File: config.mk
export PLATFORM = sky130hd
export DESIGN_NAME = pss_power_seq
export DESIGN_NICKNAME = d
export VERILOG_FILES = /design/src/rtl/pss_pkg.sv /design/src/rtl/pss_bank_order.sv /design/src/rtl/pss_poll_ctr.sv /design/src/rtl/pss_power_seq.sv
export SDC_FILE = /design/constraint.sdc
export NUM_CORES = 1
export LEC_CHECK = 0
export BUFFER_PORTS_ARGS = -buffer_cell sky130_fd_sc_hd__buf_2
export CAP_MARGIN = 20
export CORE_ASPECT_RATIO = 1.2
export CORE_MARGIN = 8
export CORE_UTILIZATION = 25
export CTS_CLUSTER_SIZE = 12
export DETAILED_ROUTE_END_ITERATION = 7
export PLACE_DENSITY = 0.55
export SYNTH_ARGS = -nofsm -noshare
export SYNTH_HDL_FRONTEND = slang
export SYNTH_SLANG_ARGS = --single-unit
File: constraint.sdc
create_clock -name clk -period 2 [get_ports clk]
set_input_delay 0.4 -clock clk [delete_from_list [all_inputs] [get_ports clk]]
set_output_delay 0.4 -clock clk [all_outputs]
set_load 0.03 [all_outputs]
File: src/rtl/pss_pkg.sv
package pss_pkg;

    // Reset group bit positions
    localparam int RB_STOP = 0;
    localparam int RB_CORE = 1;
    localparam int RB_BUS  = 2;
    localparam int RST_W   = 3;

    // Power control word bit positions
    localparam int PB_HS      = 0;
    localparam int PB_BYP     = 1;
    localparam int PB_MCLAMP  = 2;
    localparam int PB_WLCLAMP = 3;
    localparam int PB_IOCLAMP = 4;
    localparam int PB_STBY    = 5;
    localparam int PB_RET     = 6;
    localparam int PWR_W      = 7;

    typedef enum logic [3:0] {
        ST_IDLE,
        ST_UP_RST,
        ST_UP_POLL,
        ST_UP_HS,
        ST_UP_BYP,
        ST_UP_MCLR,
        ST_UP_BANK,
        ST_UP_WL,
        ST_UP_IO,
        ST_UP_REL,
        ST_DN_CLK,
        ST_DN_IO,
        ST_DN_MEM,
        ST_DN_RST
    } seq_state_e;

endpackage

File: src/rtl/pss_bank_order.sv
module pss_bank_order #(
    parameter int NBANK      = 20,
    parameter int SPLIT      = 6,
    parameter int ORDER_MODE = 0,
    localparam int BW        = $clog2(NBANK + 1)
) (
    input  logic [BW-1:0]    pos_i,
    output logic [NBANK-1:0] onehot_o
);

    int idx_w;

    generate
        if (ORDER_MODE == 0) begin : g_desc
            always_comb idx_w = NBANK - 1 - int'(pos_i);
        end else begin : g_split
            always_comb begin
                if (int'(pos_i) < NBANK - SPLIT) begin
                    idx_w = NBANK - 1 - int'(pos_i);
                end else begin
                    idx_w = int'(pos_i) - (NBANK - SPLIT);
                end
            end
        end
    endgenerate

    always_comb begin
        if (int'(pos_i) < NBANK) begin
            onehot_o = NBANK'(1) << idx_w;
        end else begin
            onehot_o = '0;
        end
    end

endmodule

File: src/rtl/pss_poll_ctr.sv
module pss_poll_ctr #(
    parameter int LIMIT = 200,
    localparam int CW   = $clog2(LIMIT + 1)
) (
    input  logic clk,
    input  logic rst_n,
    input  logic clear_i,
    input  logic step_i,
    output logic last_o
);

    logic [CW-1:0] cnt_d, cnt_q;

    always_comb begin
        cnt_d = cnt_q;
        if (clear_i) begin
            cnt_d = '0;
        end else if (step_i) begin
            cnt_d = cnt_q + CW'(1);
        end
    end

    always_ff @(posedge clk or negedge rst_n) begin
        if (!rst_n) cnt_q <= '0;
        else        cnt_q <= cnt_d;
    end

    assign last_o = (cnt_q == CW'(LIMIT - 1));

    // the sequencer never counts a poll past the limit
    a_r4_no_step_past_limit: assert property (@(posedge clk) disable iff (!rst_n)
        last_o |-> !step_i);

endmodule

File: src/rtl/pss_power_seq.sv
module pss_power_seq
    import pss_pkg::*;
#(
    parameter int NBANK      = 20,
    parameter int SPLIT      = 6,
    parameter int ORDER_MODE = 0,
    parameter int POLL_MAX   = 200,
    localparam int BW        = $clog2(NBANK + 1)
) (
    input  logic             clk,
    input  logic             rst_n,
    input  logic             power_up,
    input  logic             power_down,
    input  logic             us_tick,
    input  logic             clk_off,
    output logic [RST_W-1:0] rst_ctl_o,
    output logic [PWR_W-1:0] pwr_ctl_o,
    output logic [NBANK-1:0] mem_pwr_o,
    output logic             branch_clk_en_o,
    output logic             core_clk_en_o,
    output logic             busy_o,
    output logic             done_o,
    output logic             error_o
);

    localparam logic [PWR_W-1:0] PWR_RST =
        PWR_W'((1 << PB_MCLAMP) | (1 << PB_WLCLAMP) | (1 << PB_IOCLAMP));

    typedef struct packed {
        seq_state_e       st;
        logic [RST_W-1:0] rst;
        logic [PWR_W-1:0] pwr;
        logic [NBANK-1:0] mem;
        logic             bce;
        logic             cclk;
        logic [BW-1:0]    pos;
        logic             done;
        logic             err;
    } seq_t;

    seq_t s_d, s_q;

    logic             poll_clear, poll_step, poll_last;
    logic [NBANK-1:0] bank_sel;

    pss_bank_order #(
        .NBANK     (NBANK),
        .SPLIT     (SPLIT),
        .ORDER_MODE(ORDER_MODE)
    ) u_order (
        .pos_i   (s_q.pos),
        .onehot_o(bank_sel)
    );

    pss_poll_ctr #(
        .LIMIT(POLL_MAX)
    ) u_poll (
        .clk    (clk),
        .rst_n  (rst_n),
        .clear_i(poll_clear),
        .step_i (poll_step),
        .last_o (poll_last)
    );

    always_comb begin
        s_d        = s_q;
        s_d.done   = 1'b0;
        poll_clear = 1'b0;
        poll_step  = 1'b0;

        if (s_q.st == ST_IDLE) begin
            if (power_up) begin
                s_d.rst = '1;
                s_d.err = 1'b0;
                s_d.st  = ST_UP_RST;
            end else if (power_down) begin
                s_d.cclk = 1'b0;
                s_d.err  = 1'b0;
                s_d.st   = ST_DN_CLK;
            end
        end else if (us_tick) begin
            unique case (s_q.st)
                ST_UP_RST: begin
                    s_d.bce    = 1'b1;
                    poll_clear = 1'b1;
                    s_d.st     = ST_UP_POLL;
                end
                ST_UP_POLL: begin
                    if (!clk_off) begin
                        s_d.pwr[PB_HS] = 1'b1;
                        s_d.st         = ST_UP_HS;
                    end else if (poll_last) begin
                        s_d.err = 1'b1;
                        s_d.st  = ST_IDLE;
                    end else begin
                        poll_step = 1'b1;
                    end
                end
                ST_UP_HS: begin
                    s_d.pwr[PB_BYP] = 1'b1;
                    s_d.st          = ST_UP_BYP;
                end
                ST_UP_BYP: begin
                    s_d.pwr[PB_MCLAMP] = 1'b0;
                    s_d.st             = ST_UP_MCLR;
                end
                ST_UP_MCLR: begin
                    s_d.pwr[PB_STBY] = 1'b1;
                    s_d.pwr[PB_RET]  = 1'b1;
                    s_d.pos          = '0;
                    s_d.st           = ST_UP_BANK;
                end
                ST_UP_BANK: begin
                    if (s_q.pos == BW'(NBANK)) begin
                        s_d.pwr[PB_WLCLAMP] = 1'b0;
                        s_d.st              = ST_UP_WL;
                    end else begin
                        s_d.mem = s_q.mem | bank_sel;
                        s_d.pos = s_q.pos + BW'(1);
                    end
                end
                ST_UP_WL: begin
                    s_d.pwr[PB_IOCLAMP] = 1'b0;
                    s_d.st              = ST_UP_IO;
                end
                ST_UP_IO: begin
                    s_d.rst[RB_CORE] = 1'b0;
                    s_d.rst[RB_STOP] = 1'b0;
                    s_d.st           = ST_UP_REL;
                end
                ST_UP_REL: begin
                    s_d.cclk = 1'b1;
                    s_d.done = 1'b1;
                    s_d.st   = ST_IDLE;
                end
                ST_DN_CLK: begin
                    s_d.pwr[PB_IOCLAMP] = 1'b1;
                    s_d.st              = ST_DN_IO;
                end
                ST_DN_IO: begin
                    s_d.mem          = '0;
                    s_d.pwr[PB_STBY] = 1'b0;
                    s_d.pwr[PB_RET]  = 1'b0;
                    s_d.st           = ST_DN_MEM;
                end
                ST_DN_MEM: begin
                    s_d.rst[RB_CORE] = 1'b1;
                    s_d.rst[RB_BUS]  = 1'b1;
                    s_d.st           = ST_DN_RST;
                end
                ST_DN_RST: begin
                    s_d.pwr[PB_HS] = 1'b0;
                    s_d.done       = 1'b1;
                    s_d.st         = ST_IDLE;
                end
                default: s_d.st = ST_IDLE;
            endcase
        end
    end

    always_ff @(posedge clk or negedge rst_n) begin
        if (!rst_n) begin
            s_q.st   <= ST_IDLE;
            s_q.rst  <= '1;
            s_q.pwr  <= PWR_RST;
            s_q.mem  <= '0;
            s_q.bce  <= 1'b0;
            s_q.cclk <= 1'b0;
            s_q.pos  <= '0;
            s_q.done <= 1'b0;
            s_q.err  <= 1'b0;
        end else begin
            s_q <= s_d;
        end
    end

    assign rst_ctl_o       = s_q.rst;
    assign pwr_ctl_o       = s_q.pwr;
    assign mem_pwr_o       = s_q.mem;
    assign branch_clk_en_o = s_q.bce;
    assign core_clk_en_o   = s_q.cclk;
    assign busy_o          = (s_q.st != ST_IDLE);
    assign done_o          = s_q.done;
    assign error_o         = s_q.err;

    // an accepted power-up asserts every reset bit at once
    a_r2_up_resets: assert property (@(posedge clk) disable iff (!rst_n)
        (!busy_o && power_up) |=> (rst_ctl_o == '1) && busy_o && !error_o);

    // the headswitch turns on only with the branch clock enabled and seen running
    a_r3_hs_gated: assert property (@(posedge clk) disable iff (!rst_n)
        $rose(pwr_ctl_o[PB_HS]) |-> branch_clk_en_o && !$past(clk_off));

    // the bypass follows a headswitch that has been on for at least one cycle
    a_r5_byp_after_hs: assert property (@(posedge clk) disable iff (!rst_n)
        $rose(pwr_ctl_o[PB_BYP]) |-> pwr_ctl_o[PB_HS] && $past(pwr_ctl_o[PB_HS]));

    // the wake bits follow the release of the memory clamp
    a_r5_ret_after_mclamp: assert property (@(posedge clk) disable iff (!rst_n)
        $rose(pwr_ctl_o[PB_RET]) |-> !pwr_ctl_o[PB_MCLAMP] && !$past(pwr_ctl_o[PB_MCLAMP]));

    // banks are added one at a time
    a_r6_one_bank: assert property (@(posedge clk) disable iff (!rst_n)
        (!$stable(mem_pwr_o) && (mem_pwr_o != '0))
            |-> $countones(mem_pwr_o) == $countones($past(mem_pwr_o)) + 1);

    // the core leaves reset only with all clamps open and all banks on
    a_r8_release_order: assert property (@(posedge clk) disable iff (!rst_n)
        $fell(rst_ctl_o[RB_CORE]) |-> !pwr_ctl_o[PB_IOCLAMP] && !pwr_ctl_o[PB_WLCLAMP]
                                      && (mem_pwr_o == '1));

    // the clock starts after release, with the bus still held
    a_r9_bus_held: assert property (@(posedge clk) disable iff (!rst_n)
        $rose(core_clk_en_o) |-> !rst_ctl_o[RB_CORE] && !rst_ctl_o[RB_STOP]
                                 && rst_ctl_o[RB_BUS]);

    // the headswitch goes off last
    a_r10_hs_off_last: assert property (@(posedge clk) disable iff (!rst_n)
        $fell(pwr_ctl_o[PB_HS]) |-> rst_ctl_o[RB_CORE] && rst_ctl_o[RB_BUS]
                                    && pwr_ctl_o[PB_IOCLAMP] && (mem_pwr_o == '0)
                                    && !core_clk_en_o);

    // done is a single-cycle pulse outside busy
    a_r11_done_pulse: assert property (@(posedge clk) disable iff (!rst_n)
        done_o |-> !busy_o ##1 !done_o);

    // while busy nothing moves without a tick, whatever the requests
    a_r12_busy_no_tick: assert property (@(posedge clk) disable iff (!rst_n)
        (busy_o && !us_tick) |=> $stable(rst_ctl_o) && $stable(pwr_ctl_o)
                                 && $stable(core_clk_en_o) && $stable(mem_pwr_o));

    // the power and memory words change only after a tick
    a_r13_pwr_on_tick: assert property (@(posedge clk) disable iff (!rst_n)
        !$stable(pwr_ctl_o) |-> $past(us_tick));

    a_r13_mem_on_tick: assert property (@(posedge clk) disable iff (!rst_n)
        !$stable(mem_pwr_o) |-> $past(us_tick));

endmodule

---- After elaboration in Yosys (flattened, before gate mapping) ----
Index checks and enable logic that the tools add are counted.
word-level totals
  bits in registers ....................... 51
  output and inout port bits .............. 35
cells by class
  add/subtract/negate cells ............... 3
  $lt $le $gt $ge ......................... 1
  equal/unequal tests ..................... 23
  shift operators ......................... 1
  multiplexer cells ....................... 47
  bitwise operators ....................... 2
  reductions and logical operators ........ 32
operators with widths
  cell                   count
  $pmux 4 s11            1
  $mux 43                1
  $mux 20                2
  $pmux 20 s2            1
  $shl 1x32->20 const A  1
  $mux 1                 27
  $reduce_bool 2->1      13
  $eq 4x4->1 const B     6
  $reduce_and 3->1       8
  $reduce_and 4->1       6
  $mux 4                 5
  $or 20x20->20          1
  $eq 4x3->1 const B     4
  $mux 8                 2
  $ne 2x2->1 const B     5
  $pmux 5 s2             1
  $add 8x1->8 const B    1
  $eq 4x2->1 const B     2
  $eq 8x8->1 const B     1
  $mux 7                 1
  $ne 3x3->1 const B     2
  $pmux 1 s2             3
  $sub 5x5->6 const A    1
  $add 5x1->5 const B    1
  other kinds (13)       13

---- Logic depth before layout (Yosys ltp) ----
  depth after elaboration ................. 8
  depth in mapped cells ................... 6
  mapped depth without buffers ............ 6

---- By module ----
Synthesis repeated with hierarchy kept, for this count alone.
second synthesis, totals
  cells, all modules ...................... 320
  area total of the unflattened synthesis .. 2909.0 um^2
modules (own cells, without submodules)
  module          instances  cells an instance  area each (um^2)  sequential area each (um^2)
  pss_power_seq   1          236                2219.6            1058.5
  pss_poll_ctr    1          39                 405.4             200.2
  pss_bank_order  1          45                 284.0             0.0

---- Worst setup path after synthesis ----
OpenSTA, ideal clock, no wires.
  path kind ............................... register to register
  start point ............................. register s_q[41] in the netlist's numbering
  end point ............................... register u_poll.cnt_q[2]
  data arrival time ....................... 2.014 ns
  data required time ...................... 1.923 ns
  slack ................................... -0.091 ns
  stages on the path, launching flop included .. 7
  path buffers ............................ 2
  clock period less this slack ............ 2.091 ns
  path through ............................ dfrtp_1 > buf_6 > or4b_1 > clkbuf_2 > a2111o_1 > or3_1 > a21oi_1
between the ends
  cells in the longest elaborated chain, start to end .. 5
  elaborated cells on any way between the ends .. 11
  classes of those cells .................. eq/ne: 2; mux: 7; reduce/logical: 2
RTL lines
  item                                         RTL line             text
  start: declaration                           pss_power_seq.sv:41  seq_t s_d, s_q;
  $eq 4x1->1 or $eq 4x2->1 (tied branches)     pss_power_seq.sv:82  unique case (s_q.st)
  $mux 1                                       pss_power_seq.sv:82
  $mux 1                                       pss_power_seq.sv:81  end else if (us_tick) begin
  $mux 1                                       pss_power_seq.sv:71  if (s_q.st == ST_IDLE) begin
  $mux 8 or $reduce_bool 2->1 (tied branches)  -
  end signal: assignment                       pss_poll_ctr.sv:25   else cnt_q <= cnt_d;
  end: declaration                             pss_poll_ctr.sv:12   logic [CW-1:0] cnt_d, cnt_q;
Several ways; a longest one is shown, not always the timed one.
A chain may end at the register's enable or synchronous reset.

---- Final worst setup path ----
  start point ............................. register s_q[39] in the netlist's numbering
  end point ............................... register s_q[42] in the netlist's numbering
between the ends
  cells in the longest elaborated chain, start to end .. 4
  elaborated cells on any way between the ends .. 20
  classes of those cells .................. eq/ne: 14; mux: 3; reduce/logical: 3
RTL lines
  item                                RTL line
  $eq 4x4->1 (tied with other cells)  pss_power_seq.sv:82
  $pmux 4 s11                         pss_power_seq.sv:82
  $mux 43                             pss_power_seq.sv:81
  $mux 7                              pss_power_seq.sv:71
Several ways; a longest one is shown, not always the timed one. The select of a mux whose other input is x is not followed.

==> run_results.csv <==
group,metric,value,unit
synthesis,yosysMostFrequentCell,"dfrtp_1",
finish,fin_nets,357,
synthesis,yosysTopAreaCell,"dfrtp_1",
global_routing,grt_pass1_vias,2370,
global_routing,grt_usage,9.72,%
placement,dp_cells,495,
worst_setup_path,reg2reg_from,"s_q[39]$_DFFE_PN0P_",
synthesis,synth-compound-area-share,18.3,%
sta,worst_slew_pin_slew,0.486,ns
synthesis,ys_seq_elements,50,
finish,n_antenna_cell,0,
sta,slew_headroom,67.5,%
worst_setup_path,crit_required,2.17,ns
worst_setup_path,critPathCaptureType,"flop",
hold_path,min_path_type,"in -> async",
floorplan,die-area,15100,sq um
global_routing,grt_pass1_wl,12000,um
sta,min_period_over_period,95.9,%
placement,hpwl,5470,um
sta,hold_viol_final,0,
synthesis,synth_top_area_share,38.5,%
pwr,peakVddDrop,0.457,mV
synthesis,synth_edf_count,0,
placement,io_buffers,40,
worst_setup_path,crit_type,"reg -> reg",
clocking,cts_buffer_depth,2,
sta,holdWs,0.0434,ns
clocking,htree_levels,2,
sta,setup_viol,0,
sta,rsz0062_at_grt,"true",
worst_setup_path,reg2regPathDepth,5,
finish,final_cells,502,
worst_setup_path,cp.depth,5,
route,ant_nets,0,
floorplan,rows,43,
route,first_pass_iters,4,
job,drv_cap,0,
worst_setup_path,path_cells,"buf_12, o41ai_1, a21boi_0, nor3_2, mux2_2",
clocking,clock-sinks,50,
clocking,clk-insertion-delay-late,0.29,ns
synthesis,ys.flop_type,"dfrtp_1",
synthesis,syn_inst,317,
clocking,cts_made_buffers,5,
synthesis,synth_seq_area_share,44.0,%
synthesis,synthAdderAreaFrac,2.63,%
route,avgViaCountPerCell,4.66,
synthesis,synth-simple-area-share,20.4,%
sta,slew_violations,0,
floorplan,fp.dieH,133,um
finish,drive_above_1_share,26.4,%
synthesis,synth_area_leaders,"dfrtp_1 39%, buf_4 7.9%, dfstp_2 5.5%, nand2_1 4.3%, o21ai_0 4.2%",
synthesis,synth_area,2860,sq um
clocking,cts_tree,"built",
synthesis,syn_nets,329,
clocking,cts_hold_buf,0,
worst_setup_path,crit_buf_inv,1,
synthesis,synth_mux_area_share,1.14,%
worst_setup_path,endpoint,"s_q[42]$_DFFE_PN0P_",
worst_setup_path,critical_path.top_delay_family,"compound AO/OA/AOI/OAI gates",
synthesis,synth_xor_area_share,1.23,%
placement,place.gp.congestion,0.817,
worst_setup_path,rrSetupSlack,0.08,ns
worst_setup_path,startpoint_type,"flop",
synthesis,synth_warnings,0,
synthesis,syn_avg_cell_area,9.01,sq um
pwr,p_leak,0.00151,uW
worst_setup_path,startpoint,"s_q[39]$_DFFE_PN0P_",
pwr,power_density,1320,nW/um^2
sta,max_freq,521,MHz
sta,timing.final.crit_period,1.92,ns
worst_setup_path,crit_arrival,2.09,ns
sta,fin_ws,0.0815,ns
global_routing,overflow,0,
synthesis,yosysUniqueCellTypes,52,
status,status,"finished clean",
synthesis,yosys-top-cells-count,"44 x dfrtp_1, 33 x nand2_1, 30 x buf_4, 24 x o21ai_0, 21 x nor2_1",
floorplan,start_util,25.2,%
route,wirelength,7250,um
worst_setup_path,rr_endpoint,"s_q[42]$_DFFE_PN0P_",
finish,area_delta_synth_final,17.1,%
floorplan,coreArea,11400,sq um
worst_setup_path,critPathMaxFanout,23,
synthesis,synthArstFlopShare,100,%
clocking,clkTransAtPathRegs,0.07,ns
route,avgRoutedWirePerCell,14.4,um
floorplan,ioPinCount,41,
global_routing,grt_max_degree,24,
worst_setup_path,critPathMaxStageDelay,0.44,ns
worst_setup_path,slowest_stage,"o41ai_1",
sta,finalClockSkew,0.00581,ns
route,vias,2338,
clocking,cts_root_buffer,"clkbuf_16",
placement,pre_cts_ws,0.00912,ns
route,initialDrtViolationCount,164,
floorplan,die_x,114,um
global_routing,antenna_found_initial,0,
synthesis,synth_top_family_by_area,"simple AND/OR/NAND/NOR gates",
route,drc_errors,0,
-- stage by stage --
step                      area [sq um]   TNS, ns  utilization, %  power [uW]
final                             3350         0            29.5        4410
after global routing              3350   -0.0145            29.5        4720
after CTS                         3310  -0.00387            29.2        4380
after detailed placement          3180         0            28.0        3550
after global placement            3180         0            28.0        3520
after floorplan                   2860         0               -        2920
-- cells in the final DEF, fill, tap and decap left out, types with 5 or more instances in the layout --
master,instances
inv_1,15
buf_4,25
o21ai_0,24
ha_1,6
nand2_1,33
buf_2,40
nor2_1,21
nand2b_1,7
nand3_1,13
nand4_1,5
a21oi_1,11
o31ai_1,7
clkbuf_16,5
a41oi_1,6
dfrtp_1,44
nor3_1,7
nor4_1,5
dfstp_2,6
-- metal layers --
layer / share of wire [%] / vias up / global-route usage, %
li1: - / 1156 / -
met1: 43 / 1129 / 11.5
met2: 51 / 41 / 16.6
met3: 4.2 / 12 / 2.44
met4: 1.7 / 0 / 3.49
met5: 0 / - / 0
-- worst min path at each step --
stage | slack (ns) | start | cells after the start | endpoint
2_1_floorplan | 0.10 | rst_n | 0 | branch_clk_en_o$_DFFE_PN0P_
3_3_place_gp | 0.36 | rst_n | 1 | mem_pwr_o[7]$_DFFE_PN0P_
3_5_place_dp | 0.36 | rst_n | 1 | mem_pwr_o[7]$_DFFE_PN0P_
4_1_cts | 0.05 | rst_n | 1 | mem_pwr_o[7]$_DFFE_PN0P_
5_1_grt | 0.07 | rst_n | 1 | mem_pwr_o[15]$_DFFE_PN0P_
6_report | 0.04 | rst_n | 1 | mem_pwr_o[7]$_DFFE_PN0P_
-- report_power, final --
part / internal [uW] / switching [uW]
registers: 1240 / 151
logic: 803 / 1410
clock network: 459 / 355
-- timing repair --
item                                   4_1_cts  5_1_grt
setup buffers                                0        0
endpoints found under the hold margin        0        0
setup endpoints to repair                    1        9
resized for setup                            0        7
gates cloned                                 0        0
-- final cells by class --
cell class,instances,area [sq um]
well taps,157,196
flip-flops and latches,50,1260
repair buffers,66,408
fillers,1221,8010
multi-input cells,206,1290
inverters,16,60.1
clock buffers,7,133
-- logic make-up after synthesis --
logic type	count (synthesis)
mux	3
buf+inv	61
flops	50
fa+ha+maj	6
xor+xnor	4
simple gates	114
compound gates	79
-- flip-flops by register name (all words and copies together), names as in the netlist --
name,flops
u_poll.cnt_q,8
core_clk_en_o,1
s_q,9
done_o,1
error_o,1
pwr_ctl_o,6
rst_ctl_o,3
branch_clk_en_o,1
mem_pwr_o,20
(Power assumes the default switching activity.)
